## src/rtl/dbg_inject_pkg.sv

```systemverilog
package dbg_inject_pkg;
  localparam logic [11:0] OFS_STATUS = 12'hD00;
  localparam logic [11:0] OFS_CMD    = 12'hD04;
  localparam logic [11:0] OFS_WORD0  = 12'hD08;
  localparam logic [11:0] OFS_WORD1  = 12'hD0C;
  localparam logic [7:0]  OPC_START  = 8'hA0;
  localparam logic [7:0]  OPC_ABORT  = 8'h01;
  localparam int FLT_UNDEF   = 0;
  localparam int FLT_OPERAND = 1;
  localparam int FLT_START   = 4;
  typedef enum logic [1:0] {ST_IDLE, ST_ISSUE, ST_DONE} seq_state_t;
endpackage

```

## src/rtl/dbg_inject_regs.sv

```systemverilog
module dbg_inject_regs
  import dbg_inject_pkg::*;
#(
  parameter int AW = 12,
  parameter int DW = 32
) (
  input  logic          clk,
  input  logic          rst,
  input  logic          wr_en,
  input  logic [AW-1:0] wr_addr,
  input  logic [DW-1:0] wr_data,
  input  logic [AW-1:0] rd_addr,
  input  logic          busy,
  output logic [DW-1:0] word0,
  output logic [DW-1:0] word1,
  output logic [DW-1:0] rd_data,
  output logic          cmd_fire
);
  always_ff @(posedge clk) begin
    if (rst) begin
      word0 <= '0;
      word1 <= '0;
    end else if (wr_en) begin
      if (wr_addr == AW'(OFS_WORD0)) word0 <= wr_data;
      if (wr_addr == AW'(OFS_WORD1)) word1 <= wr_data;
    end
  end

  assign cmd_fire = wr_en && (wr_addr == AW'(OFS_CMD)) && (wr_data == '0) && !busy;

  always_ff @(posedge clk) begin
    if (rst) rd_data <= '0;
    else begin
      case (rd_addr)
        AW'(OFS_STATUS): rd_data <= DW'(busy);
        AW'(OFS_WORD0):  rd_data <= word0;
        AW'(OFS_WORD1):  rd_data <= word1;
        default:         rd_data <= '0;
      endcase
    end
  end
endmodule

```

## src/rtl/dbg_inject_decode.sv

```systemverilog
module dbg_inject_decode
  import dbg_inject_pkg::*;
#(
  parameter int NCH = 4,
  parameter int CSW = 3,
  parameter int CIW = 2
) (
  input  logic [7:0]     opcode,
  input  logic [CSW-1:0] chsel,
  output logic           is_start,
  output logic           is_abort,
  output logic           undef,
  output logic           bad_chan,
  output logic [CIW-1:0] chan_idx
);
  logic [CSW-1:0] sel_m1;
  always_comb begin
    is_start = (opcode == OPC_START);
    is_abort = (opcode == OPC_ABORT);
    undef    = !(is_start || is_abort);
    bad_chan = (chsel == '0) || (int'(chsel) > NCH);
    sel_m1   = chsel - CSW'(1);
    chan_idx = sel_m1[CIW-1:0];
  end
endmodule

```

## src/rtl/dbg_inject.sv

```systemverilog
module dbg_inject
  import dbg_inject_pkg::*;
#(
  parameter int NCH = 4,
  parameter int AW  = 12,
  parameter int DW  = 32
) (
  input  logic           clk,
  input  logic           rst,
  input  logic           wr_en,
  input  logic [AW-1:0]  wr_addr,
  input  logic [DW-1:0]  wr_data,
  input  logic [AW-1:0]  rd_addr,
  output logic [DW-1:0]  rd_data,
  input  logic [NCH-1:0] chan_stopped,
  output logic           busy,
  output logic [NCH-1:0] start_stb,
  output logic [NCH-1:0] abort_stb,
  output logic [31:0]    start_pc,
  output logic [31:0]    fault_code
);
  localparam int CSW = $clog2(NCH + 1) < 1 ? 1 : $clog2(NCH + 1);
  localparam int CIW = NCH > 1 ? $clog2(NCH) : 1;

  logic [DW-1:0] word0, word1;
  logic          cmd_fire;
  logic          d_start, d_abort, d_undef, d_bad;
  logic [CIW-1:0] d_idx;

  dbg_inject_regs #(.AW(AW), .DW(DW)) u_regs (
    .clk(clk), .rst(rst), .wr_en(wr_en), .wr_addr(wr_addr), .wr_data(wr_data),
    .rd_addr(rd_addr), .busy(busy), .word0(word0), .word1(word1),
    .rd_data(rd_data), .cmd_fire(cmd_fire)
  );

  dbg_inject_decode #(.NCH(NCH), .CSW(CSW), .CIW(CIW)) u_dec (
    .opcode(word0[23:16]), .chsel(word0[8 +: CSW]),
    .is_start(d_start), .is_abort(d_abort), .undef(d_undef),
    .bad_chan(d_bad), .chan_idx(d_idx)
  );

  seq_state_t     state;
  logic           l_start, l_undef, l_bad;
  logic [CIW-1:0] l_idx;
  logic [31:0]    l_pc;

  always_ff @(posedge clk) begin
    if (rst) begin
      state      <= ST_IDLE;
      busy       <= 1'b0;
      start_stb  <= '0;
      abort_stb  <= '0;
      start_pc   <= '0;
      fault_code <= '0;
      l_start    <= 1'b0;
      l_undef    <= 1'b0;
      l_bad      <= 1'b0;
      l_idx      <= '0;
      l_pc       <= '0;
    end else begin
      case (state)
        ST_IDLE: if (cmd_fire) begin
          state      <= ST_ISSUE;
          busy       <= 1'b1;
          fault_code <= '0;
          l_start    <= d_start;
          l_undef    <= d_undef;
          l_bad      <= d_bad;
          l_idx      <= d_idx;
          l_pc       <= 32'(word1);
        end
        ST_ISSUE: begin
          state <= ST_DONE;
          if (l_undef)                         fault_code[FLT_UNDEF]   <= 1'b1;
          else if (l_bad)                      fault_code[FLT_OPERAND] <= 1'b1;
          else if (l_start && !chan_stopped[l_idx]) fault_code[FLT_START] <= 1'b1;
          else if (l_start) begin
            start_stb[l_idx] <= 1'b1;
            start_pc         <= l_pc;
          end else begin
            abort_stb[l_idx] <= 1'b1;
          end
        end
        default: begin
          state     <= ST_IDLE;
          busy      <= 1'b0;
          start_stb <= '0;
          abort_stb <= '0;
        end
      endcase
    end
  end

  AST_ONE_STROBE: assert property (@(posedge clk) disable iff (rst)
    $onehot0({start_stb, abort_stb}));
  AST_STROBE_WHILE_BUSY: assert property (@(posedge clk) disable iff (rst)
    (|{start_stb, abort_stb}) |-> busy);
  AST_BUSY_FALLS_AFTER_STROBE: assert property (@(posedge clk) disable iff (rst)
    (|{start_stb, abort_stb}) |=> !busy);
  AST_NO_STROBE_WITH_FAULT: assert property (@(posedge clk) disable iff (rst)
    (|{start_stb, abort_stb}) |-> (fault_code == '0));
  AST_BUSY_TWO_CYCLES: assert property (@(posedge clk) disable iff (rst)
    $rose(busy) |=> busy);

  for (genvar g = 0; g < NCH; g++) begin : g_chk
    AST_START_ONLY_STOPPED: assert property (@(posedge clk) disable iff (rst)
      start_stb[g] |-> $past(chan_stopped[g]));
  end
endmodule

```

## config.mk

```make
export PLATFORM = sky130hd
export DESIGN_NAME = dbg_inject
export DESIGN_NICKNAME = d
export VERILOG_FILES = /design/src/rtl/dbg_inject_pkg.sv /design/src/rtl/dbg_inject_regs.sv /design/src/rtl/dbg_inject_decode.sv /design/src/rtl/dbg_inject.sv
export SDC_FILE = /design/constraint.sdc
export NUM_CORES = 1
export LEC_CHECK = 0
export BUFFER_PORTS_ARGS = -buffer_cell sky130_fd_sc_hd__buf_2
export CAP_MARGIN = 25
export CORE_MARGIN = 2
export CORE_UTILIZATION = 55
export CTS_BUF_LIST = sky130_fd_sc_hd__clkbuf_8
export DETAILED_ROUTE_END_ITERATION = 16
export PLACE_DENSITY = 0.82
export SYNTH_ARGS = -nofsm -noshare
export SYNTH_HDL_FRONTEND = slang
export SYNTH_SLANG_ARGS = --single-unit
```

## constraint.sdc

```tcl
create_clock -name clk -period 2.97 [get_ports clk]
set_clock_uncertainty 0.2 [all_clocks]
set_input_delay 0.7425 -clock clk [delete_from_list [all_inputs] [get_ports clk]]
set_output_delay 0.7425 -clock clk [all_outputs]
set_load 0.005 [all_outputs]
```

==> metrics.md <==
| Metric | Value |
|---|---|
| Status | `completed` |
| Post-DRT Antenna Nets | `0` |
| Setup total negative slack | `0 ns` |
| Hold slack final | `0.2552 ns` |
| Post-synth cell types | `45` |
| Peak VDD IR | `0.3213 mV` |
| Layout Utilization | `66.30%` |
| CP Launch Type | `input pin` |
| Post-DP Area | `0.007660 mm²` |
| Die Ht | `115.9 µm` |
| Final #Nets | `925` |
| Power per Cell Area | `508.5 mW/mm²` |
| GPL Wtd Cong | `0.7986` |
| Maximum Capacitance Violations | `0` |
| Power Internal | `3.113 mW` |
| Area of the mapped netlist | `0.006889 mm²` |
| DP Cell Count | `1,010` |
| Skew-Pair Late Insertion Delay | `0.46 ns` |
| First-pass GRT wire length | `25,120 µm` |
| CTS buffer count | `17` |
| Non-Filler Instances | `1,042` |
| Gr ovfl total | `0` |
| Crit path kind | `input pin to flip-flop` |
| Most frequent cells after synthesis | `nand2_1 (201), dfxtp_1 (179), mux2i_1 (99), nor2_1 (42), buf_4 (37)` |
| Final period util | `81.19%` |
| Fill cell total of the finished layout | `1,031` |
| Critical Path AT | `2.55 ns` |
| NetSw | `0.9702 mW` |
| Die area | `0.01344 mm²` |
| Min cycle time layout | `2.411 ns` |
| Post-route DRC violation count | `0` |
| Min-delay src | `start_pc[25]` |
| # IOs | `168` |
| WL/cell | `15.10 µm` |
| Post-synth EDFFs | `0` |
| Gr usage total | `23.99%` |
| Worst Setup SP | `wr_addr[4]` |
| Row count | `40` |
| Seq pwr share | `58.7%` |
| Setup Fix Bufs, Post-CTS | `0` |
| Initial antenna violation count | `0` |
| Layout cells sized above 1 | `23.11%` |
| Hold crit path type | `flip-flop to flip-flop` |
| Reg clk slew, reported paths | `0.09 ns` |
| Clock network power share | `37.8%` |
| FMAX | `414.7 MHz` |
| Worst r2r src | `l_idx[0]` |
| Mean post-synth cell area | `9.360 µm²` |
| Post-DP HPWL | `10,700 µm` |
| Initial Utilization | `56.88%` |
| CTS Hold Buffers Added | `0` |
| Slew Limit Fails | `0` |
| Share of the synthesized area in the top cell type | `52.02%` |
| Dominant cell type by area after synthesis | `dfxtp_1` |
| Primary FF master, synth | `dfxtp_1` |
| # H-tree levels | `4` |
| Critical Path RT | `3.11 ns` |
| Quantity of I/O buffers inserted on ports | `138` |
| ANT cells | `0` |
| Die Width | `115.9 µm` |
| CTS max path bufs | `2` |
| Hold Fails Final Rpt | `0` |
| Core region area | `0.01211 mm²` |
| Number of vias per cell | `5.239` |
| Drt pass-1 iters | `5` |
| Initial drt markers | `355` |
| Worst Path Max Fanout | `18` |
| Clock Tree Root | `clkbuf_8` |
| CTS resizes | `0` |
| Final setup viols | `0` |
| Yosys warning count | `0` |
| CP endpoint kind | `flip-flop` |
| Seq cells post-synth | `179` |
| Cells after Synth | `736` |
| Logic gate share of total power | `3.5%` |
| Ranking of synthesized cells by area | `dfxtp_1 (52%), mux2i_1 (14%), nand2_1 (11%)` |
| Net Sw Frac | `23.76%` |
| Pin count of the biggest net entering global routing | `100` |
| Unrepaired setup endpoints after global routing | `no` |
| Leakage power | `3.602 nW` |
| TritonCTS clock tree | `done` |
| Routed wire length | `15,730 µm` |
| Top-count cell post-synth | `nand2_1` |
| Finished layout cell area | `0.008030 mm²` |
| Clk sink count | `179` |
| Async set-or-reset flop fraction in the synthesized netlist | `0%` |
| Vias in the first global route | `5,171` |
| Vias post-DR | `5,459` |
| Layout area overhead | `16.56%` |
| Sequential share of the synthesized area | `52.02%` |
[per-layer routing]
layer	vias up	track usage [%]	routed length [µm]
li1	2675	-	-
met1	2572	31.11	6991
met2	190	39.45	7461
met3	22	5.649	1034
met4	0	8.413	243
met5	-	0	0
[final cells by class]
class                           instances  area (µm²)  share of cell area, %
Clock buffer                           17       234.0                  2.914
Clock inverter                         15       136.4                  1.698
Inverter                                7       27.53                 0.3428
Multi-Input combinational cell        500        2938                  36.58
Sequential cell                       179        3583                  44.62
Tap cell                              168       210.2                  2.618
Timing Repair Buffer                  156       900.9                  11.22
[cell families after synthesis]
family                   after synthesis  synth area share (%)
multiplexers                         103                 15.31
AO/OA/AOI/OAI                         80                 7.537
AND/OR/NAND/NOR                      286                 17.58
flip-flops                           179                 52.02
XOR/XNOR                               1                0.1272
adder cells (fa/ha/maj)                1                0.1816
other                                  1               0.05443
buffers and inverters                 85                 7.192
[final timing paths]
check / cells past startpoint / to / slack [ns]
worst max register to register: 5 / start_pc[0] / 0.92
worst max-delay path: 6 / l_pc[8] / 0.56
worst min register to register: 2 / start_pc[25] / 0.26
worst min-delay path: 2 / start_pc[25] / 0.26
[stage by stage]
| stage | setup WS [ns] | power, mW |
|---|---|---|
| CTS | 0.6040 | 4.103 |
| global placement | 0.1769 | 2.592 |
| floorplan | 0.4867 | 2.547 |
| global route | 0.4715 | 4.239 |
| finish | 0.5585 | 4.083 |
| detailed placement | 0.1187 | 2.593 |
[placed cells by master, fill, tap and decap left out, types with 6 or more instances in the layout]
cell type	instances
buf_2	138
conb_1	29
buf_4	12
clkbuf_8	17
a22oi_1	31
mux2i_1	99
nor3_1	7
buf_12	6
nand2_1	201
nor2_1	42
dfxtp_1	179
nor4_1	6
a21oi_1	33
inv_1	6
[power by group through the flow]
stage	Combinational (mW)	Clock, mW	Sequential [mW]
finish	0.142	1.54	2.40
global route	0.156	1.69	2.40
CTS	0.140	1.57	2.40
detailed placement	0.139	0	2.45
global placement	0.138	0	2.45
floorplan	0.0932	0	2.45
[state kept, by name, summed over array words and instances (netlist names)]
register / count
abort_stb: 4
busy: 1
fault_code: 3
l_bad: 1
l_idx: 2
l_pc: 32
l_start: 1
l_undef: 1
start_pc: 32
start_stb: 4
state: 2
u_regs.rd_data: 32
u_regs.word0: 32
u_regs.word1: 32
[worst max-delay path, stage by stage]
cell and delay [ns]:
buf_2 0.09, or4b_1 0.53, nor3_2 0.43, nand4_4 0.26, buf_4 0.32, mux2i_1 0.16
No activity file was read; power rests on OpenSTA's default activity.
